--- config.mk ---
export PLATFORM = sky130hd
export DESIGN_NAME = phys_reg_free_list
export DESIGN_NICKNAME = d
export VERILOG_FILES = /design/src/rtl/preg_pkg.sv /design/src/rtl/preg_release_router.sv /design/src/rtl/preg_pool.sv /design/src/rtl/phys_reg_free_list.sv
export SDC_FILE = /design/constraint.sdc
export NUM_CORES = 1
export LEC_CHECK = 0
export BUFFER_PORTS_ARGS = -buffer_cell sky130_fd_sc_hd__buf_2
export CAP_MARGIN = 20
export CORE_ASPECT_RATIO = 0.7
export CORE_MARGIN = 1
export CORE_UTILIZATION = 60
export DETAILED_ROUTE_END_ITERATION = 10
export GPL_ROUTABILITY_DRIVEN = 0
export GPL_TIMING_DRIVEN = 0
export PLACE_DENSITY = 0.78
export SLEW_MARGIN = 10
export SYNTH_ARGS = -nofsm -noshare
export SYNTH_HDL_FRONTEND = slang
export SYNTH_SLANG_ARGS = --single-unit
--- constraint.sdc ---
create_clock -name clk -period 5.9 [get_ports clk]
set_input_delay 0 -clock clk [delete_from_list [all_inputs] [get_ports clk]]
set_output_delay 0 -clock clk [all_outputs]
set_load 0.01 [all_outputs]
--- src/rtl/preg_pkg.sv ---
`timescale 1ns/1ps
// Shared types for the physical register free list.
package preg_pkg;

    // Destination chosen for an index arriving on the shared release port.
    typedef enum logic [1:0] {
        DST_NONE = 2'd0,
        DST_INT  = 2'd1,
        DST_FP   = 2'd2
    } rel_dest_e;

endpackage

--- src/rtl/preg_release_router.sv ---
`timescale 1ns/1ps
// Classifies an index from the shared release port.
// Integer range is [0, INT_PHYS); floating range is [INT_PHYS, INT_PHYS+FP_PHYS).
// The two zero registers and indices past the end map to DST_NONE.
// Assumes IDX_W is wide enough to hold INT_PHYS+FP_PHYS.
module preg_release_router
    import preg_pkg::*;
#(
    parameter int INT_PHYS = 16,
    parameter int FP_PHYS  = 16,
    parameter int ZERO_IDX = 0,
    parameter int IDX_W    = 6
) (
    input  logic             rel_valid,
    input  logic [IDX_W-1:0] rel_idx,
    output rel_dest_e        dest
);
    localparam int TOTAL = INT_PHYS + FP_PHYS;
    localparam logic [IDX_W-1:0] INT_LIMIT = IDX_W'(INT_PHYS);
    localparam logic [IDX_W-1:0] ALL_LIMIT = IDX_W'(TOTAL);
    localparam logic [IDX_W-1:0] INT_ZERO  = IDX_W'(ZERO_IDX);
    localparam logic [IDX_W-1:0] FP_ZERO   = IDX_W'(ZERO_IDX + INT_PHYS);

    // Pick the destination pool by range, filtering zero registers.
    always_comb begin
        dest = DST_NONE;
        if (rel_valid) begin
            if (rel_idx < INT_LIMIT) begin
                if (rel_idx != INT_ZERO) dest = DST_INT;
            end else if (rel_idx < ALL_LIMIT) begin
                if (rel_idx != FP_ZERO) dest = DST_FP;
            end
        end
    end
endmodule

--- src/rtl/preg_pool.sv ---
`timescale 1ns/1ps
// Circular first-in-first-out pool of free register indices.
// DEPTH slots; reset preloads INIT_CNT ascending values starting at INIT_BASE.
// Accepts one pop and two pushes (A before B) per cycle. A push beyond
// capacity is dropped and flagged. A pop on empty is flagged and has no effect.
// The pop result is registered: valid in the cycle after the request.
// Assumes INIT_CNT <= DEPTH.
module preg_pool #(
    parameter int DEPTH     = 16,
    parameter int INIT_CNT  = 8,
    parameter int INIT_BASE = 8,
    parameter int IDX_W     = 6
) (
    input  logic                         clk,
    input  logic                         rst_n,
    input  logic                         pop_req,
    input  logic                         push_a_v,
    input  logic [IDX_W-1:0]             push_a_idx,
    input  logic                         push_b_v,
    input  logic [IDX_W-1:0]             push_b_idx,
    output logic                         pop_valid,
    output logic [IDX_W-1:0]             pop_idx,
    output logic                         nonempty,
    output logic [$clog2(DEPTH+1)-1:0]   free_cnt,
    output logic                         underflow_err,
    output logic                         overflow_err
);
    localparam int PTR_W = (DEPTH > 1) ? $clog2(DEPTH) : 1;
    localparam int CNT_W = $clog2(DEPTH + 1);
    localparam logic [PTR_W-1:0] TAIL_RST = PTR_W'(INIT_CNT % DEPTH);

    logic [PTR_W-1:0]            head_q, tail_q, slot_b;
    logic [CNT_W-1:0]            cnt_q, cnt_mid, room, cnt_d;
    logic                        do_pop, acc_a, acc_b;
    logic [DEPTH-1:0][IDX_W-1:0] slot_w;

    // Advance a pointer by n slots around the ring.
    function automatic logic [PTR_W-1:0] ring_add(input logic [PTR_W-1:0] p,
                                                  input logic [1:0] n);
        logic [PTR_W+1:0] s;
        s = {2'b00, p} + {{PTR_W{1'b0}}, n};
        if (s >= (PTR_W+2)'(DEPTH)) s = s - (PTR_W+2)'(DEPTH);
        return s[PTR_W-1:0];
    endfunction

    // Decide which of this cycle's pop and pushes take effect.
    always_comb begin
        do_pop  = pop_req && (cnt_q != '0);
        cnt_mid = cnt_q - CNT_W'(do_pop);
        room    = CNT_W'(DEPTH) - cnt_mid;
        acc_a   = push_a_v && (room != '0);
        acc_b   = push_b_v && (room > CNT_W'(acc_a));
        cnt_d   = cnt_mid + CNT_W'(acc_a) + CNT_W'(acc_b);
        slot_b  = acc_a ? ring_add(tail_q, 2'd1) : tail_q;
    end

    // One storage cell per slot; reset preloads the ascending free indices.
    for (genvar g = 0; g < DEPTH; g++) begin : g_cell
        localparam logic [IDX_W-1:0] RST_VAL =
            (g < INIT_CNT) ? IDX_W'(INIT_BASE + g) : '0;
        logic [IDX_W-1:0] cell_q;
        // Write the cell when either accepted push lands on it.
        always_ff @(posedge clk) begin
            if (!rst_n)                                   cell_q <= RST_VAL;
            else if (acc_a && tail_q == PTR_W'(g))        cell_q <= push_a_idx;
            else if (acc_b && slot_b == PTR_W'(g))        cell_q <= push_b_idx;
        end
        assign slot_w[g] = cell_q;
    end

    // Pointer and occupancy update.
    always_ff @(posedge clk) begin
        if (!rst_n) begin
            head_q <= '0;
            tail_q <= TAIL_RST;
            cnt_q  <= CNT_W'(INIT_CNT);
        end else begin
            if (do_pop) head_q <= ring_add(head_q, 2'd1);
            tail_q <= ring_add(tail_q, {1'b0, acc_a} + {1'b0, acc_b});
            cnt_q  <= cnt_d;
        end
    end

    // Registered pop result and one-cycle error pulses.
    always_ff @(posedge clk) begin
        if (!rst_n) begin
            pop_valid     <= 1'b0;
            pop_idx       <= '0;
            underflow_err <= 1'b0;
            overflow_err  <= 1'b0;
        end else begin
            pop_valid     <= do_pop;
            if (do_pop) pop_idx <= slot_w[head_q];
            underflow_err <= pop_req && (cnt_q == '0);
            overflow_err  <= (push_a_v && !acc_a) || (push_b_v && !acc_b);
        end
    end

    assign nonempty = (cnt_q != '0);
    assign free_cnt = cnt_q;

    // occupancy never exceeds capacity.
    a_r11_cnt_bound: assert property (@(posedge clk) disable iff (!rst_n)
        free_cnt <= CNT_W'(DEPTH));
    // a request on a non-empty pool yields a strobe next cycle.
    a_r3_pop_strobe: assert property (@(posedge clk) disable iff (!rst_n)
        (pop_req && nonempty) |=> pop_valid);
    // a request on an empty pool yields an error and no strobe.
    a_r9_empty_pop: assert property (@(posedge clk) disable iff (!rst_n)
        (pop_req && !nonempty) |=> (underflow_err && !pop_valid));
    // with no push, the empty pool stays empty.
    a_r9_stays_empty: assert property (@(posedge clk) disable iff (!rst_n)
        (pop_req && !nonempty && !push_a_v && !push_b_v) |=> !nonempty);
    // one pop plus one push on a non-empty pool keeps the count.
    a_r10_balance: assert property (@(posedge clk) disable iff (!rst_n)
        (pop_req && nonempty && (push_a_v ^ push_b_v)) |=> $stable(free_cnt));
    // a full pool with a lone push and no pop flags a discard.
    a_r11_full_push: assert property (@(posedge clk) disable iff (!rst_n)
        (!pop_req && free_cnt == CNT_W'(DEPTH) && push_a_v) |=> overflow_err);
endmodule

--- src/rtl/phys_reg_free_list.sv ---
`timescale 1ns/1ps
// Free list of physical registers for a rename stage: one integer pool and
// one floating-point pool over a shared index space (floating indices follow
// the integer ones). The shared release port is routed by range; the
// per-class release ports push unfiltered. Within a pool, the shared-port
// push is queued ahead of the per-class push.
// Assumes NUM_*_LOGICAL <= NUM_*_PHYS and ZERO_IDX < NUM_INT_PHYS.
module phys_reg_free_list
    import preg_pkg::*;
#(
    parameter int NUM_INT_LOGICAL = 8,
    parameter int NUM_INT_PHYS    = 16,
    parameter int NUM_FP_LOGICAL  = 8,
    parameter int NUM_FP_PHYS     = 16,
    parameter int ZERO_IDX        = 0
) (
    input  logic                                              clk,
    input  logic                                              rst_n,
    input  logic                                              int_alloc_req,
    output logic                                              int_alloc_valid,
    output logic [$clog2(NUM_INT_PHYS+NUM_FP_PHYS+1)-1:0]     int_alloc_idx,
    input  logic                                              fp_alloc_req,
    output logic                                              fp_alloc_valid,
    output logic [$clog2(NUM_INT_PHYS+NUM_FP_PHYS+1)-1:0]     fp_alloc_idx,
    input  logic                                              rel_valid,
    input  logic [$clog2(NUM_INT_PHYS+NUM_FP_PHYS+1)-1:0]     rel_idx,
    input  logic                                              int_rel_valid,
    input  logic [$clog2(NUM_INT_PHYS+NUM_FP_PHYS+1)-1:0]     int_rel_idx,
    input  logic                                              fp_rel_valid,
    input  logic [$clog2(NUM_INT_PHYS+NUM_FP_PHYS+1)-1:0]     fp_rel_idx,
    output logic                                              int_nonempty,
    output logic [$clog2(NUM_INT_PHYS+1)-1:0]                 int_free_cnt,
    output logic                                              fp_nonempty,
    output logic [$clog2(NUM_FP_PHYS+1)-1:0]                  fp_free_cnt,
    output logic                                              int_underflow_err,
    output logic                                              fp_underflow_err,
    output logic                                              int_dfree_err,
    output logic                                              fp_dfree_err
);
    localparam int TOTAL = NUM_INT_PHYS + NUM_FP_PHYS;
    localparam int IDX_W = $clog2(TOTAL + 1);

    rel_dest_e route;

    preg_release_router #(
        .INT_PHYS (NUM_INT_PHYS),
        .FP_PHYS  (NUM_FP_PHYS),
        .ZERO_IDX (ZERO_IDX),
        .IDX_W    (IDX_W)
    ) u_router (
        .rel_valid (rel_valid),
        .rel_idx   (rel_idx),
        .dest      (route)
    );

    preg_pool #(
        .DEPTH     (NUM_INT_PHYS),
        .INIT_CNT  (NUM_INT_PHYS - NUM_INT_LOGICAL),
        .INIT_BASE (NUM_INT_LOGICAL),
        .IDX_W     (IDX_W)
    ) u_int_pool (
        .clk           (clk),
        .rst_n         (rst_n),
        .pop_req       (int_alloc_req),
        .push_a_v      (route == DST_INT),
        .push_a_idx    (rel_idx),
        .push_b_v      (int_rel_valid),
        .push_b_idx    (int_rel_idx),
        .pop_valid     (int_alloc_valid),
        .pop_idx       (int_alloc_idx),
        .nonempty      (int_nonempty),
        .free_cnt      (int_free_cnt),
        .underflow_err (int_underflow_err),
        .overflow_err  (int_dfree_err)
    );

    preg_pool #(
        .DEPTH     (NUM_FP_PHYS),
        .INIT_CNT  (NUM_FP_PHYS - NUM_FP_LOGICAL),
        .INIT_BASE (NUM_INT_PHYS + NUM_FP_LOGICAL),
        .IDX_W     (IDX_W)
    ) u_fp_pool (
        .clk           (clk),
        .rst_n         (rst_n),
        .pop_req       (fp_alloc_req),
        .push_a_v      (route == DST_FP),
        .push_a_idx    (rel_idx),
        .push_b_v      (fp_rel_valid),
        .push_b_idx    (fp_rel_idx),
        .pop_valid     (fp_alloc_valid),
        .pop_idx       (fp_alloc_idx),
        .nonempty      (fp_nonempty),
        .free_cnt      (fp_free_cnt),
        .underflow_err (fp_underflow_err),
        .overflow_err  (fp_dfree_err)
    );

    // indices past the register file never reach a pool.
    a_r6_out_of_range: assert property (@(posedge clk) disable iff (!rst_n)
        (rel_valid && rel_idx >= IDX_W'(TOTAL)) |-> (route == DST_NONE));
    // the integer zero register is never routed to the integer pool.
    a_r5_int_zero: assert property (@(posedge clk) disable iff (!rst_n)
        (rel_valid && rel_idx == IDX_W'(ZERO_IDX)) |-> (route != DST_INT));
    // the floating zero register is never routed to the floating pool.
    a_r5_fp_zero: assert property (@(posedge clk) disable iff (!rst_n)
        (rel_valid && rel_idx == IDX_W'(ZERO_IDX + NUM_INT_PHYS)) |-> (route != DST_FP));
    // an integer-range index never lands in the floating pool.
    a_r4_int_range: assert property (@(posedge clk) disable iff (!rst_n)
        (rel_valid && rel_idx < IDX_W'(NUM_INT_PHYS)) |-> (route != DST_FP));
endmodule

==> impl_table.tex <==
\begin{tabular}{lr}
\hline
Metric & Value \\
\hline
\multicolumn{2}{l}{\textbf{Worst setup path}} \\
\quad Stage delay of the slowest cell on the critical path & around 0.43 ns \\
\quad Capture point of the worst reg-to-reg path & u\_fp\_pool.g\_cell[10].cell\_q[1]\$\_SDFFE\_PN0P\_ \\
\quad Type of origin of the critical path & register \\
\quad Crit path max-delay cell type & sky130\_fd\_sc\_hd\_\_a21oi\_4 \\
\quad Crit-path most repeated cell & sky130\_fd\_sc\_hd\_\_ha\_1 \\
\quad WP data required & around 6.3 ns \\
\quad CP endpoint kind & register \\
\quad Worst reg2reg setup slack & 0.28 ns \\
\quad Crit path buf inv count & 3 \\
\quad Largest fanout on the critical path & 12 \\
\quad Launching point of the worst reg2reg path & u\_fp\_pool.free\_cnt[1]\$\_SDFF\_PN0\_ \\
\quad Family with the most delay on the worst path & compound AO/OA/AOI/OAI gates \\
\quad Cell chain of the critical path & nor3\_1 -> nand2\_1 -> nand2\_4 -> clkinvlp\_4 -> ha\_1 -> ha\_1 -> ha\_1 -> a21bo\_2 -> mux2i\_2 -> and3\_1 -> buf\_2 -> nor2\_2 -> buf\_2 -> ha\_1 -> nor2\_1 -> nor2\_1 -> a211oi\_2 -> o21ai\_1 -> a21oi\_4 -> mux2i\_1 -> a211oi\_1 \\
\quad Crit path kind & reg2reg \\
\quad Endpoint arrival time on the critical path & 6.02 ns \\
\quad Reg2Reg Depth & 21 \\
\multicolumn{2}{l}{\textbf{Detailed routing}} \\
\quad Pre-Repair DR Iteration Count & 7 \\
\quad Number of vias in the routed layout & around 13000 \\
\quad DRC Markers & 0 \\
\quad Initial DRC count & between 2000 and 2500 \\
\quad DRT antenna net count & 0 \\
\quad Total routed wirelength & between 40000 and 50000 um \\
\quad Routed via count divided by cell count & just under 7 \\
\quad Average wire length per cell after detail routing & roughly 24 um \\
\multicolumn{2}{l}{\textbf{Final layout}} \\
\quad \# fillers & $\sim$1700 \\
\quad Final nets & approximately 1600 \\
\quad Growth of design area from synthesis to finish & 13.2\% \\
\quad Post-route cell area & about 0.015 sq mm \\
\quad Fraction of final layout cells with drive strength greater than 1 & 0.156 \\
\multicolumn{2}{l}{\textbf{Placed design}} \\
\quad Number of buffers inserted by port buffering & 48 \\
\quad Post-Place Cell Area & between 0.01 and 0.015 sq mm \\
\quad DP Wirelength & $\sim$33000 um \\
\quad Setup slack at placement & -0.598 ns \\
\multicolumn{2}{l}{\textbf{GRT}} \\
\quad Pin count of the biggest net entering global routing & 15 \\
\quad Vias in the first global route & approximately 12000 \\
\quad Antenna violations before repair & 3 \\
\quad All-Layer GR Usage & 0.392 \\
\quad Global-route wire length before repair & about 69000 um \\
\quad Total grt overflow & 0 \\
\multicolumn{2}{l}{\textbf{Yosys}} \\
\quad Total number of yosys warnings & 0 \\
\quad \#FFs+latches synth & between 200 and 250 \\
\quad Unique masters post-synth & 84 \\
\quad Area of the mapped netlist & 0.0135 sq mm \\
\quad Synthesized net count & 1537 \\
\quad Number of synthesized flops with an enable pin & 0 \\
\quad Most common flop cell mapped by yosys & sky130\_fd\_sc\_hd\_\_dfxtp\_1 \\
\quad Portion of the post-synthesis area used by sequential elements & 0.349 \\
\quad Instance count of the mapped netlist & $\sim$1500 \\
\quad Synth area leaders & sky130\_fd\_sc\_hd\_\_dfxtp\_1 35\%, sky130\_fd\_sc\_hd\_\_mux4\_2 10\%, sky130\_fd\_sc\_hd\_\_mux2i\_1 9.5\% \\
\quad Top-area cell type share of the netlist area & 0.349 \\
\quad Synthesized area divided by synthesized cell count & between 9 and 10 sq um \\
\quad Post-synthesis cell type with the largest combined area & sky130\_fd\_sc\_hd\_\_dfxtp\_1 \\
\quad Asr flop ratio synth & 0 \\
\multicolumn{2}{l}{\textbf{Clock network}} \\
\quad TritonCTS sink count & about 240 \\
\quad Clk\_lat worst skew & roughly 0.55 ns \\
\quad Number of levels the H-tree was split into & 1 \\
\quad Deepest clock path buffer count & 3 \\
\quad CTS clk-pin slew, worst paths & about 0.060 ns \\
\quad TritonCTS buffer count & 24 \\
\quad Clock tree from TritonCTS & yes \\
\quad CTS Root Buffer Type & sky130\_fd\_sc\_hd\_\_clkbuf\_16 \\
\multicolumn{2}{l}{\textbf{Die}} \\
\quad Placement row count & 45 \\
\quad Die Width & about 180 um \\
\quad Top-level port count & 55 \\
\quad Height of the die & approximately 130 um \\
\quad Initial Util & 0.618 \\
\quad Total core area & between 0.02 and 0.025 sq mm \\
\quad Die Outline Area & 0.0232 sq mm \\
\multicolumn{2}{l}{\textbf{STA}} \\
\quad Fmax & $\sim$180 MHz \\
\quad Count of final setup violators & 0 \\
\quad Final Max Slew Viols & 0 \\
\quad Final hold slack & between 0.1 and 0.15 ns \\
\quad Worst Setup Slack, final & approximately 0.28 ns \\
\quad Share of the clock period used by the worst path after layout & 0.953 \\
\quad Final Hold Vio Count & 0 \\
\quad Period minus WS final & around 5.6 ns \\
\quad Relative slew slack & 0.228 \\
\quad Slew at the pin with the worst max-slew slack & approximately 1.1 ns \\
\quad Setup clock skew after layout & approximately 0.017 ns \\
\quad Setup repair after global routing missed its margin & no \\
\multicolumn{2}{l}{\textbf{Power and ir drop}} \\
\quad Overall power of the completed layout & 5.36 mW \\
\quad Power density of the placed cells & about 350 mW/mm\^{}2 \\
\quad VDD IR-drop max & roughly 0.00021 V \\
\quad P\_leak & roughly 6 nW \\
\multicolumn{2}{l}{\textbf{Min path}} \\
\quad Hold path startpoint & rel\_idx[4] \\
\quad Worst Hold Path EP & u\_int\_pool.overflow\_err\$\_SDFF\_PN0\_ \\
\quad Worst Hold Depth & 4 \\
\quad Worst min-delay path class & in2reg \\
\multicolumn{2}{l}{\textbf{Flow run}} \\
\quad Total of max-cap violations & 0 \\
\multicolumn{2}{l}{\textbf{Outcome}} \\
\quad Outcome & finished, final reports clean \\
\hline
\end{tabular}
==> cell usage after synthesis (all sizes together) (17+ instances only) <==
master     n
nor2     102
o2111ai   35
a211oi    37
dfxtp    236
and2      17
nand4     28
buf       39
inv       35
o21ai     57
or3       17
mux2i    128
ha        26
a21oi     95
o211ai    28
nand2    157
nand3     70
mux4      60
clkbuf    87
nor3      35
==> report_power, final <==
group | leakage, nW | internal (mW) | total, mW | switching (mW)
clock network | 0.396 | 0.860 | 1.55 | 0.692
registers | 1.91 | 1.73 | 1.85 | 0.124
logic | 3.67 | 0.716 | 1.95 | 1.23
==> worst min-delay path, stage by stage <==
cell,delay [ns]
sky130_fd_sc_hd__buf_2,0.10
sky130_fd_sc_hd__or4b_2,0.22
sky130_fd_sc_hd__o22ai_1,0.09
sky130_fd_sc_hd__and3_1,0.17
==> area by class of cell <==
class	count	area, sq um	area share
Antenna cell	1	2.50	0.000163
Sequential cell	236	4720	0.308
Clock buffer	31	677	0.0442
Multi-Input combinational cell	1079	8250	0.539
Inverter	41	161	0.0105
Buffer	124	498	0.0325
Tap cell	282	353	0.0230
Timing Repair Buffer	81	546	0.0356
Clock inverter	13	110	0.00719
==> logic make-up after synthesis <==
family | after synthesis | synth area share
AOI/OAI and AO/OA | 339 | 0.181
xor gates and xnor gates | 26 | 0.0174
adders and majority gates | 30 | 0.0299
buffers and inverters | 167 | 0.0486
DFF | 236 | 0.349
muxes | 193 | 0.199
and+or+nand+nor | 491 | 0.175
==> layout by cell type, fill, tap and decap left out, drive strengths merged, types with 15 or more instances in the layout <==
cell type / instances
nand2: 157
dfxtp: 236
clkinv: 16
nand3: 70
mux2i: 128
and2: 17
nand4: 28
mux4: 60
nor3: 35
a21oi: 95
clkbuf: 115
o211ai: 28
dlygate4sd3: 19
o2111ai: 35
buf: 102
a211oi: 37
o21ai: 57
or3: 17
o31ai: 15
inv: 34
nor2: 102
and3: 15
ha: 26
==> through the flow <==
step / util / setup TNS (ns) / std cells
detailed placement: 0.645 / -24.91 / 1812
CTS: 0.695 / -0.121 / 1881
global route: 0.700 / 0 / 1888
finish: 0.700 / 0 / 1888
global placement: 0.645 / -15.46 / 1812
floorplan: - / 0 / 1482
==> routing by layer <==
metal | routed length, um | vias to the layer above | GRT usage
met5 | 29 | - | 0
met1 | 19200 | 6155 | 0.578
met3 | 7840 | 145 | 0.154
met4 | 1250 | 4 | 0.0942
met2 | 17700 | 981 | 0.529
li1 | - | 5708 | -
==> how the worst max path moves through the flow <==
stage                                 startpoint  cells after the start                                           to  slack (ns)
2_1_floorplan   u_fp_pool.free_cnt[2]$_SDFF_PN0_                     22  u_fp_pool.g_cell[10].cell_q[3]$_SDFFE_PN0P_        0.78
3_3_place_gp    u_fp_pool.free_cnt[1]$_SDFF_PN0_                     22   u_fp_pool.g_cell[7].cell_q[2]$_SDFFE_PN1P_       -0.44
3_5_place_dp    u_fp_pool.free_cnt[1]$_SDFF_PN0_                     22   u_fp_pool.g_cell[7].cell_q[1]$_SDFFE_PN1P_       -0.60
4_1_cts        u_int_pool.free_cnt[2]$_SDFF_PN0_                     19  u_int_pool.g_cell[8].cell_q[1]$_SDFFE_PN0P_       -0.04
5_1_grt         u_fp_pool.free_cnt[1]$_SDFF_PN0_                     25             u_fp_pool.free_cnt[4]$_SDFF_PN0_        0.04
6_report        u_fp_pool.free_cnt[1]$_SDFF_PN0_                     21  u_fp_pool.g_cell[10].cell_q[1]$_SDFFE_PN0P_        0.28
==> flip-flops by register name, summed over array words and instances (netlist names), 5 cells and up <==
name / cells
u_int_pool.free_cnt: 5
u_fp_pool.pop_idx: 6
u_fp_pool.free_cnt: 5
u_int_pool.g_cell.cell_q: 96
u_fp_pool.g_cell.cell_q: 96
u_int_pool.pop_idx: 6
==> repair_timing <==
action / 4_1_cts / 5_1_grt
endpoints found under the setup margin: 116 / 190
gates resized for setup: 10 / 14
buffers inserted: 6 / 7
hold buffers: 19 / 0
hold endpoints to repair: 69 / 0
pin swaps: 2 / 2
(Power assumes the default switching activity.)
